==> src/rtl/acl_pkg.sv <==
package acl_pkg;

    typedef enum logic {
        SLOT_OPEN = 1'b0,
        SLOT_HOLD = 1'b1
    } slot_e;

    localparam logic [2:0] CMD_NOP = 3'b111;

endpackage

==> src/rtl/acl_slot_ctrl.sv <==
module acl_slot_ctrl
    import acl_pkg::*;
(
    input  logic  clk,
    input  logic  rst_n,
    input  logic  two_cyc_en,
    input  logic  cmd_valid,
    output logic  cmd_ready,
    output logic  take,
    output logic  cs_fire,
    output logic  go_idle,
    output slot_e slot_q_o
);

    typedef struct packed {
        slot_e slot;
    } ctrl_t;

    ctrl_t ctrl_d, ctrl_q;

    always_comb begin
        ctrl_d    = ctrl_q;
        cmd_ready = (ctrl_q.slot == SLOT_OPEN);
        take      = cmd_valid & cmd_ready;
        cs_fire   = (take & ~two_cyc_en) | (ctrl_q.slot == SLOT_HOLD);
        go_idle   = ~take & (ctrl_q.slot == SLOT_OPEN);
        if (take && two_cyc_en) begin
            ctrl_d.slot = SLOT_HOLD;
        end else begin
            ctrl_d.slot = SLOT_OPEN;
        end
    end

    always_ff @(posedge clk or negedge rst_n) begin
        if (!rst_n) begin
            ctrl_q <= '{slot: SLOT_OPEN};
        end else begin
            ctrl_q <= ctrl_d;
        end
    end

    assign slot_q_o = ctrl_q.slot;

    AST_READY_GAP: assert property (@(posedge clk) disable iff (!rst_n)
        (cmd_valid && cmd_ready && two_cyc_en) |=> !cmd_ready);
    AST_READY_BACK: assert property (@(posedge clk) disable iff (!rst_n)
        !cmd_ready |=> cmd_ready);
    AST_SINGLE_NO_STALL: assert property (@(posedge clk) disable iff (!rst_n)
        (cmd_ready && !two_cyc_en) |=> cmd_ready);

endmodule

==> src/rtl/acl_pin_reg.sv <==
module acl_pin_reg
    import acl_pkg::*;
#(
    parameter int ADDR_W = 14,
    parameter int BANK_W = 3
) (
    input  logic              clk,
    input  logic              rst_n,
    input  logic              load,
    input  logic              go_idle,
    input  logic [ADDR_W-1:0] in_addr,
    input  logic [BANK_W-1:0] in_bank,
    input  logic [2:0]        in_op,
    output logic [ADDR_W-1:0] pin_addr,
    output logic [BANK_W-1:0] pin_ba,
    output logic [2:0]        pin_op
);

    typedef struct packed {
        logic [ADDR_W-1:0] addr;
        logic [BANK_W-1:0] ba;
        logic [2:0]        op;
    } pins_t;

    pins_t pins_d, pins_q;

    always_comb begin
        pins_d = pins_q;
        if (load) begin
            pins_d.addr = in_addr;
            pins_d.ba   = in_bank;
            pins_d.op   = in_op;
        end else if (go_idle) begin
            pins_d.op   = CMD_NOP;
        end
    end

    always_ff @(posedge clk or negedge rst_n) begin
        if (!rst_n) begin
            pins_q <= '{addr: '0, ba: '0, op: CMD_NOP};
        end else begin
            pins_q <= pins_d;
        end
    end

    assign pin_addr = pins_q.addr;
    assign pin_ba   = pins_q.ba;
    assign pin_op   = pins_q.op;

    AST_IDLE_ADDR_KEPT: assert property (@(posedge clk) disable iff (!rst_n)
        (!load) |=> $stable(pin_addr) && $stable(pin_ba));

endmodule

==> src/rtl/acl_cs_gen.sv <==
module acl_cs_gen #(
    parameter int NUM_RANKS = 2,
    parameter int RANK_W    = 1
) (
    input  logic                 clk,
    input  logic                 rst_n,
    input  logic                 load,
    input  logic                 cs_fire,
    input  logic [RANK_W-1:0]    in_rank,
    output logic [NUM_RANKS-1:0] cs_n
);

    typedef struct packed {
        logic [RANK_W-1:0]    rank;
        logic [NUM_RANKS-1:0] cs_n;
    } csst_t;

    csst_t cs_d, cs_q;
    logic [RANK_W-1:0]    sel_rank;
    logic [NUM_RANKS-1:0] hit;

    assign sel_rank = load ? in_rank : cs_q.rank;

    for (genvar r = 0; r < NUM_RANKS; r++) begin : g_rank
        assign hit[r] = (sel_rank == RANK_W'(r));
    end

    always_comb begin
        cs_d = cs_q;
        if (load) begin
            cs_d.rank = in_rank;
        end
        cs_d.cs_n = ~(hit & {NUM_RANKS{cs_fire}});
    end

    always_ff @(posedge clk or negedge rst_n) begin
        if (!rst_n) begin
            cs_q <= '{rank: '0, cs_n: '1};
        end else begin
            cs_q <= cs_d;
        end
    end

    assign cs_n = cs_q.cs_n;

    AST_CS_SINGLE: assert property (@(posedge clk) disable iff (!rst_n)
        $onehot0(~cs_n));

endmodule

==> src/rtl/ddr_two_cycle_launcher.sv <==
module ddr_two_cycle_launcher
    import acl_pkg::*;
#(
    parameter int ADDR_W    = 14,
    parameter int BANK_W    = 3,
    parameter int NUM_RANKS = 2,
    localparam int RANK_W   = (NUM_RANKS > 1) ? $clog2(NUM_RANKS) : 1
) (
    input  logic                 clk,
    input  logic                 rst_n,
    input  logic                 two_cyc_en,
    input  logic                 cmd_valid,
    output logic                 cmd_ready,
    input  logic [ADDR_W-1:0]    cmd_addr,
    input  logic [BANK_W-1:0]    cmd_bank,
    input  logic [RANK_W-1:0]    cmd_rank,
    input  logic [2:0]           cmd_op,
    output logic [ADDR_W-1:0]    mem_addr,
    output logic [BANK_W-1:0]    mem_ba,
    output logic                 mem_ras_n,
    output logic                 mem_cas_n,
    output logic                 mem_we_n,
    output logic [NUM_RANKS-1:0] mem_cs_n
);

    logic  take;
    logic  cs_fire;
    logic  go_idle;
    slot_e slot_q;
    logic [2:0] pin_op;

    acl_slot_ctrl u_ctrl (
        .clk        (clk),
        .rst_n      (rst_n),
        .two_cyc_en (two_cyc_en),
        .cmd_valid  (cmd_valid),
        .cmd_ready  (cmd_ready),
        .take       (take),
        .cs_fire    (cs_fire),
        .go_idle    (go_idle),
        .slot_q_o   (slot_q)
    );

    acl_pin_reg #(
        .ADDR_W (ADDR_W),
        .BANK_W (BANK_W)
    ) u_pins (
        .clk      (clk),
        .rst_n    (rst_n),
        .load     (take),
        .go_idle  (go_idle),
        .in_addr  (cmd_addr),
        .in_bank  (cmd_bank),
        .in_op    (cmd_op),
        .pin_addr (mem_addr),
        .pin_ba   (mem_ba),
        .pin_op   (pin_op)
    );

    acl_cs_gen #(
        .NUM_RANKS (NUM_RANKS),
        .RANK_W    (RANK_W)
    ) u_cs (
        .clk     (clk),
        .rst_n   (rst_n),
        .load    (take),
        .cs_fire (cs_fire),
        .in_rank (cmd_rank),
        .cs_n    (mem_cs_n)
    );

    assign mem_ras_n = pin_op[2];
    assign mem_cas_n = pin_op[1];
    assign mem_we_n  = pin_op[0];

    AST_LAUNCH_CS_HIGH: assert property (@(posedge clk) disable iff (!rst_n)
        (slot_q == SLOT_HOLD) |-> (&mem_cs_n));
    AST_HOLD_STABLE: assert property (@(posedge clk) disable iff (!rst_n)
        (slot_q == SLOT_HOLD) |=> $stable(mem_addr) && $stable(mem_ba)
            && $stable(pin_op) && !(&mem_cs_n));
    AST_IDLE_NOP: assert property (@(posedge clk) disable iff (!rst_n)
        ((slot_q == SLOT_OPEN) && (&mem_cs_n)) |-> (pin_op == CMD_NOP));
    AST_SLOT_FINISHES: assert property (@(posedge clk) disable iff (!rst_n)
        (slot_q == SLOT_HOLD && !two_cyc_en) |=> !(&mem_cs_n));

endmodule

==> config.mk <==
export PLATFORM = sky130hd
export DESIGN_NAME = ddr_two_cycle_launcher
export DESIGN_NICKNAME = d
export VERILOG_FILES = /design/src/rtl/acl_pkg.sv /design/src/rtl/acl_slot_ctrl.sv /design/src/rtl/acl_pin_reg.sv /design/src/rtl/acl_cs_gen.sv /design/src/rtl/ddr_two_cycle_launcher.sv
export SDC_FILE = /design/constraint.sdc
export NUM_CORES = 1
export LEC_CHECK = 0
export ABC_AREA = 1
export BUFFER_PORTS_ARGS = -buffer_cell sky130_fd_sc_hd__buf_2
export CORE_ASPECT_RATIO = 0.7
export CORE_MARGIN = 5
export CORE_UTILIZATION = 35
export DETAILED_ROUTE_END_ITERATION = 10
export MAX_ROUTING_LAYER = met4
export PLACE_DENSITY = 0.66
export SYNTH_ARGS = -nofsm -noshare
export SYNTH_HDL_FRONTEND = slang
export SYNTH_HIERARCHICAL = 1
export SYNTH_SLANG_ARGS = --single-unit
export TNS_END_PERCENT = 5
==> constraint.sdc <==
create_clock -name clk -period 1.15 [get_ports clk]
set_input_delay 0.0575 -clock clk [delete_from_list [all_inputs] [get_ports clk]]
set_output_delay 0.0575 -clock clk [all_outputs]
set_load 0.1 [all_outputs]
==> metrics.md <==
| Metric | Value |
|---|---|
| Status | `finished, final reports clean` |
| Final nets | `206` |
| Worst slew margin | `0.647` |
| Proportion of synthesized area in mux cells | `0` |
| Mapped Cells | `117` |
| ANT cells | `0` |
| Reg2reg path depth | `7` |
| Cell variety after synth | `12` |
| Die Wd | `around 74 um` |
| Final TNS setup | `0 ns` |
| Area grow syn2layout | `64.8%` |
| I/O pin cnt | `48` |
| Flop-to-flop setup slack | `0.08 ns` |
| Final ANT Viol Nets | `0` |
| Initial antenna violation count | `0` |
| Pins over their slew limit | `0` |
| Vias per cell | `roughly 4.2` |
| RSZ-0062 raised after global routing | `no` |
| Worst Setup End Kind | `output pin` |
| Grt total ovfl | `0` |
| Sw Ratio | `0.415` |
| Worst-skew pair later-pin latency | `0.26 ns` |
| Hold Vio Cnt, Final | `0` |
| Synth Area in XOR/XNOR | `0` |
| Total routed wirelength | `roughly 2600 um` |
| Die H | `54.7 um` |
| Largest family of logic cells by synthesized area | `simple AND/OR/NAND/NOR gates` |
| Final period utilization | `0.965` |
| Worst path cell trace | `buf_2` |
| RePlAce Congestion | `0.786` |
| Async S/R FF share, synth | `1.00` |
| Clock Power Share | `0.245` |
| Worst Skew | `roughly 0.0077 ns` |
| Drt pass-1 iters | `4` |
| Adder-cell share of the synthesized area | `0` |
| Crit start category | `flip-flop` |
| Starting Density | `0.361` |
| Leak | `0.913 nW` |
| CTS Buffer Depth | `2` |
| Placed cell area | `1410 um^2` |
| Crit path from | `u_pins/pin_addr[9]` |
| Top-area cell type share of the netlist area | `0.476` |
| Compound-gate portion of the synthesized area | `0` |
| Post-synthesis cell area | `about 1000 um^2` |
| # port buffers | `47` |
| P_int | `1.73 mW` |
| Vias | `901` |
| Dpl hpwl | `~1900 um` |
| Crit Reg-Reg Startpoint | `u_ctrl/slot_q_o` |
| Cell Rows | `16` |
| Combinational Power Share | `0.405` |
| Synth area leader | `dfrtp_1` |
| Die Area | `around 4000 um^2` |
| Pin count of the biggest net entering global routing | `25` |
| Max Cap Violations | `0` |
| Top cells by area, synth | `dfrtp_1 48%, nand2_1 26%, dfstp_2 13%, inv_1 3.0%, buf_4 2.3%` |
| CP delay by family, top | `buffers and inverters` |
| Top cells by count, synth | `69 x nand2_1, 19 x dfrtp_1, 8 x inv_1, 5 x dfstp_2` |
| Wire per inst | `approximately 12 um` |
| CTS root buf | `clkbuf_8` |
| Pwr/cell area | `1790 nW/um^2` |
| Clock slew at reported path FFs | `about 0.09 ns` |
| Mapped Avg Cell Area | `between 8 and 9 um^2` |
| Sequential power share | `0.349` |
| Final Worst Setup Slack | `0.0403 ns` |
| WP data arrival | `1.05 ns` |
| Post-layout min period | `1.11 ns` |
| Peak supply drop | `0.992 mV` |
| CTS buffer count | `3` |
| Number of global-route vias before repair | `883` |
| Synth Flop Type | `dfrtp_1` |
| Overall Power | `2.95 mW` |
| # clock sinks | `24` |
| Placeable Area | `between 2000 and 3000 um^2` |
| Worst-path fanout max | `2` |
| Htree depth | `1` |
| Largest stage delay on the critical path | `0.43 ns` |
| Post-Synth Simple-Gate Area | `0.312` |
| Global-route wire length before repair | `4170 um` |
| Pre-CTS setup slack | `0.00148 ns` |
| Post-route insts no fill | `roughly 220` |
| WP data required | `~1.1 ns` |
| Worst hold path type | `in -> reg` |
| GRT Resource Usage Total | `0.144` |
| WP depth | `1` |
| Drt initial violations | `56` |
| DRC viols | `0` |
| Worst hold path stage count | `3` |
| Synth warnings | `6` |
| # setup viols final | `0` |
| Placed cell count | `a little under 200` |
| Startpoint of the lowest-slack hold path | `cmd_addr[12]` |
| Sequential fraction of the synthesis area | `0.608` |
| Most frequent cell after synthesis | `nand2_1` |
| Setup CP Type | `reg -> out` |
| Layout cells sized above 1 | `0.389` |
| Maximum clock frequency | `901 MHz` |
| Slew of the pin with the lowest slew margin | `0.529 ns` |
| Synth Register Bits | `24` |
| Final Instance Area | `roughly 1600 um^2` |
| Buffer and inverter count on the worst path | `1` |
| Syn Nets | `142` |
| CTS tree | `done` |
| P_sw | `~1.2 mW` |
| Slowest cell on crit path | `buf_2` |
| Number of flops mapped to enable cells by yosys | `0` |
[path summary, 6_finish.rpt]
path | to
max | mem_addr[9]
min | u_pins/pin_addr[12]
max reg2reg | u_pins/pin_op[0]
min reg2reg | u_pins/pin_addr[2]
max in group asynchronous | u_pins/pin_op[2]
min in group asynchronous | u_pins/pin_addr[7]
[layout make-up]
| type | count | area [um^2] |
|---|---|---|
| repair buffers | 64 | 547 |
| clock inverters | 1 | 30.0 |
| multi-input cells | 77 | 319 |
| well taps | 36 | 45.0 |
| flip-flops and latches | 24 | 607 |
| inverters | 11 | 56.3 |
| clock buffers | 3 | 41.3 |
| fillers | 238 | 1120 |
[flip-flops by register name, indices dropped and copies added (netlist names)]
signal,cells
u_ctrl/slot_q_o,1
u_pins/pin_op,3
u_pins/pin_addr,14
u_cs/cs_n,2
u_cs/cs_q,1
u_pins/pin_ba,3
[power by group through the flow]
stage / clock network, mW / registers [mW] / logic, mW
2_1_floorplan: 0 / 1.64 / 0.225
3_3_place_gp: 0 / 1.04 / 1.13
3_5_place_dp: 0 / 1.04 / 1.15
4_1_cts: 0.760 / 1.03 / 1.19
5_1_grt: 0.791 / 1.04 / 1.25
6_report: 0.724 / 1.03 / 1.20
[cells by family (layout without fill, tap and decap cells)]
| kind of cell | after synthesis | count (layout) |
|---|---|---|
| buf+inv | 16 | 79 |
| flops | 24 | 24 |
| simple gates | 77 | 77 |
[placed cells by master (no fill, tap or decap), types with 3 or more instances in the layout]
| cell type | instances |
|---|---|
| buf_12 | 9 |
| dfrtp_1 | 19 |
| inv_1 | 7 |
| nand2_2 | 3 |
| dlygate4sd3_1 | 14 |
| inv_6 | 3 |
| buf_2 | 34 |
| clkbuf_8 | 3 |
| dfstp_2 | 5 |
| nand2_1 | 68 |
| clkbuf_4 | 4 |
[per-layer routing]
| metal | global-route usage | vias up | part of all wire |
|---|---|---|---|
| met4 | 0.0181 | 0 | 0.0047 |
| met2 | 0.225 | 38 | 0.42 |
| met3 | 0.0385 | 2 | 0.085 |
| met5 | - | - | 0 |
| li1 | - | 463 | - |
| met1 | 0.193 | 398 | 0.49 |
[through the flow]
step                      hold slack (ns)   util
after floorplan                    -0.238      -
after global placement             0.0554  0.509
after detailed placement           0.0703  0.509
final                             0.00664  0.596
after global routing               0.0127  0.596
after CTS                         0.00104  0.585
[timing repair]
item	4_1_cts	5_1_grt
hold buffers	14	0
hold endpoints to repair	32	0
endpoints found under the setup margin	0	8
setup buffers	0	1
gates resized for setup	0	8
No activity file was read; power rests on OpenSTA's default activity.
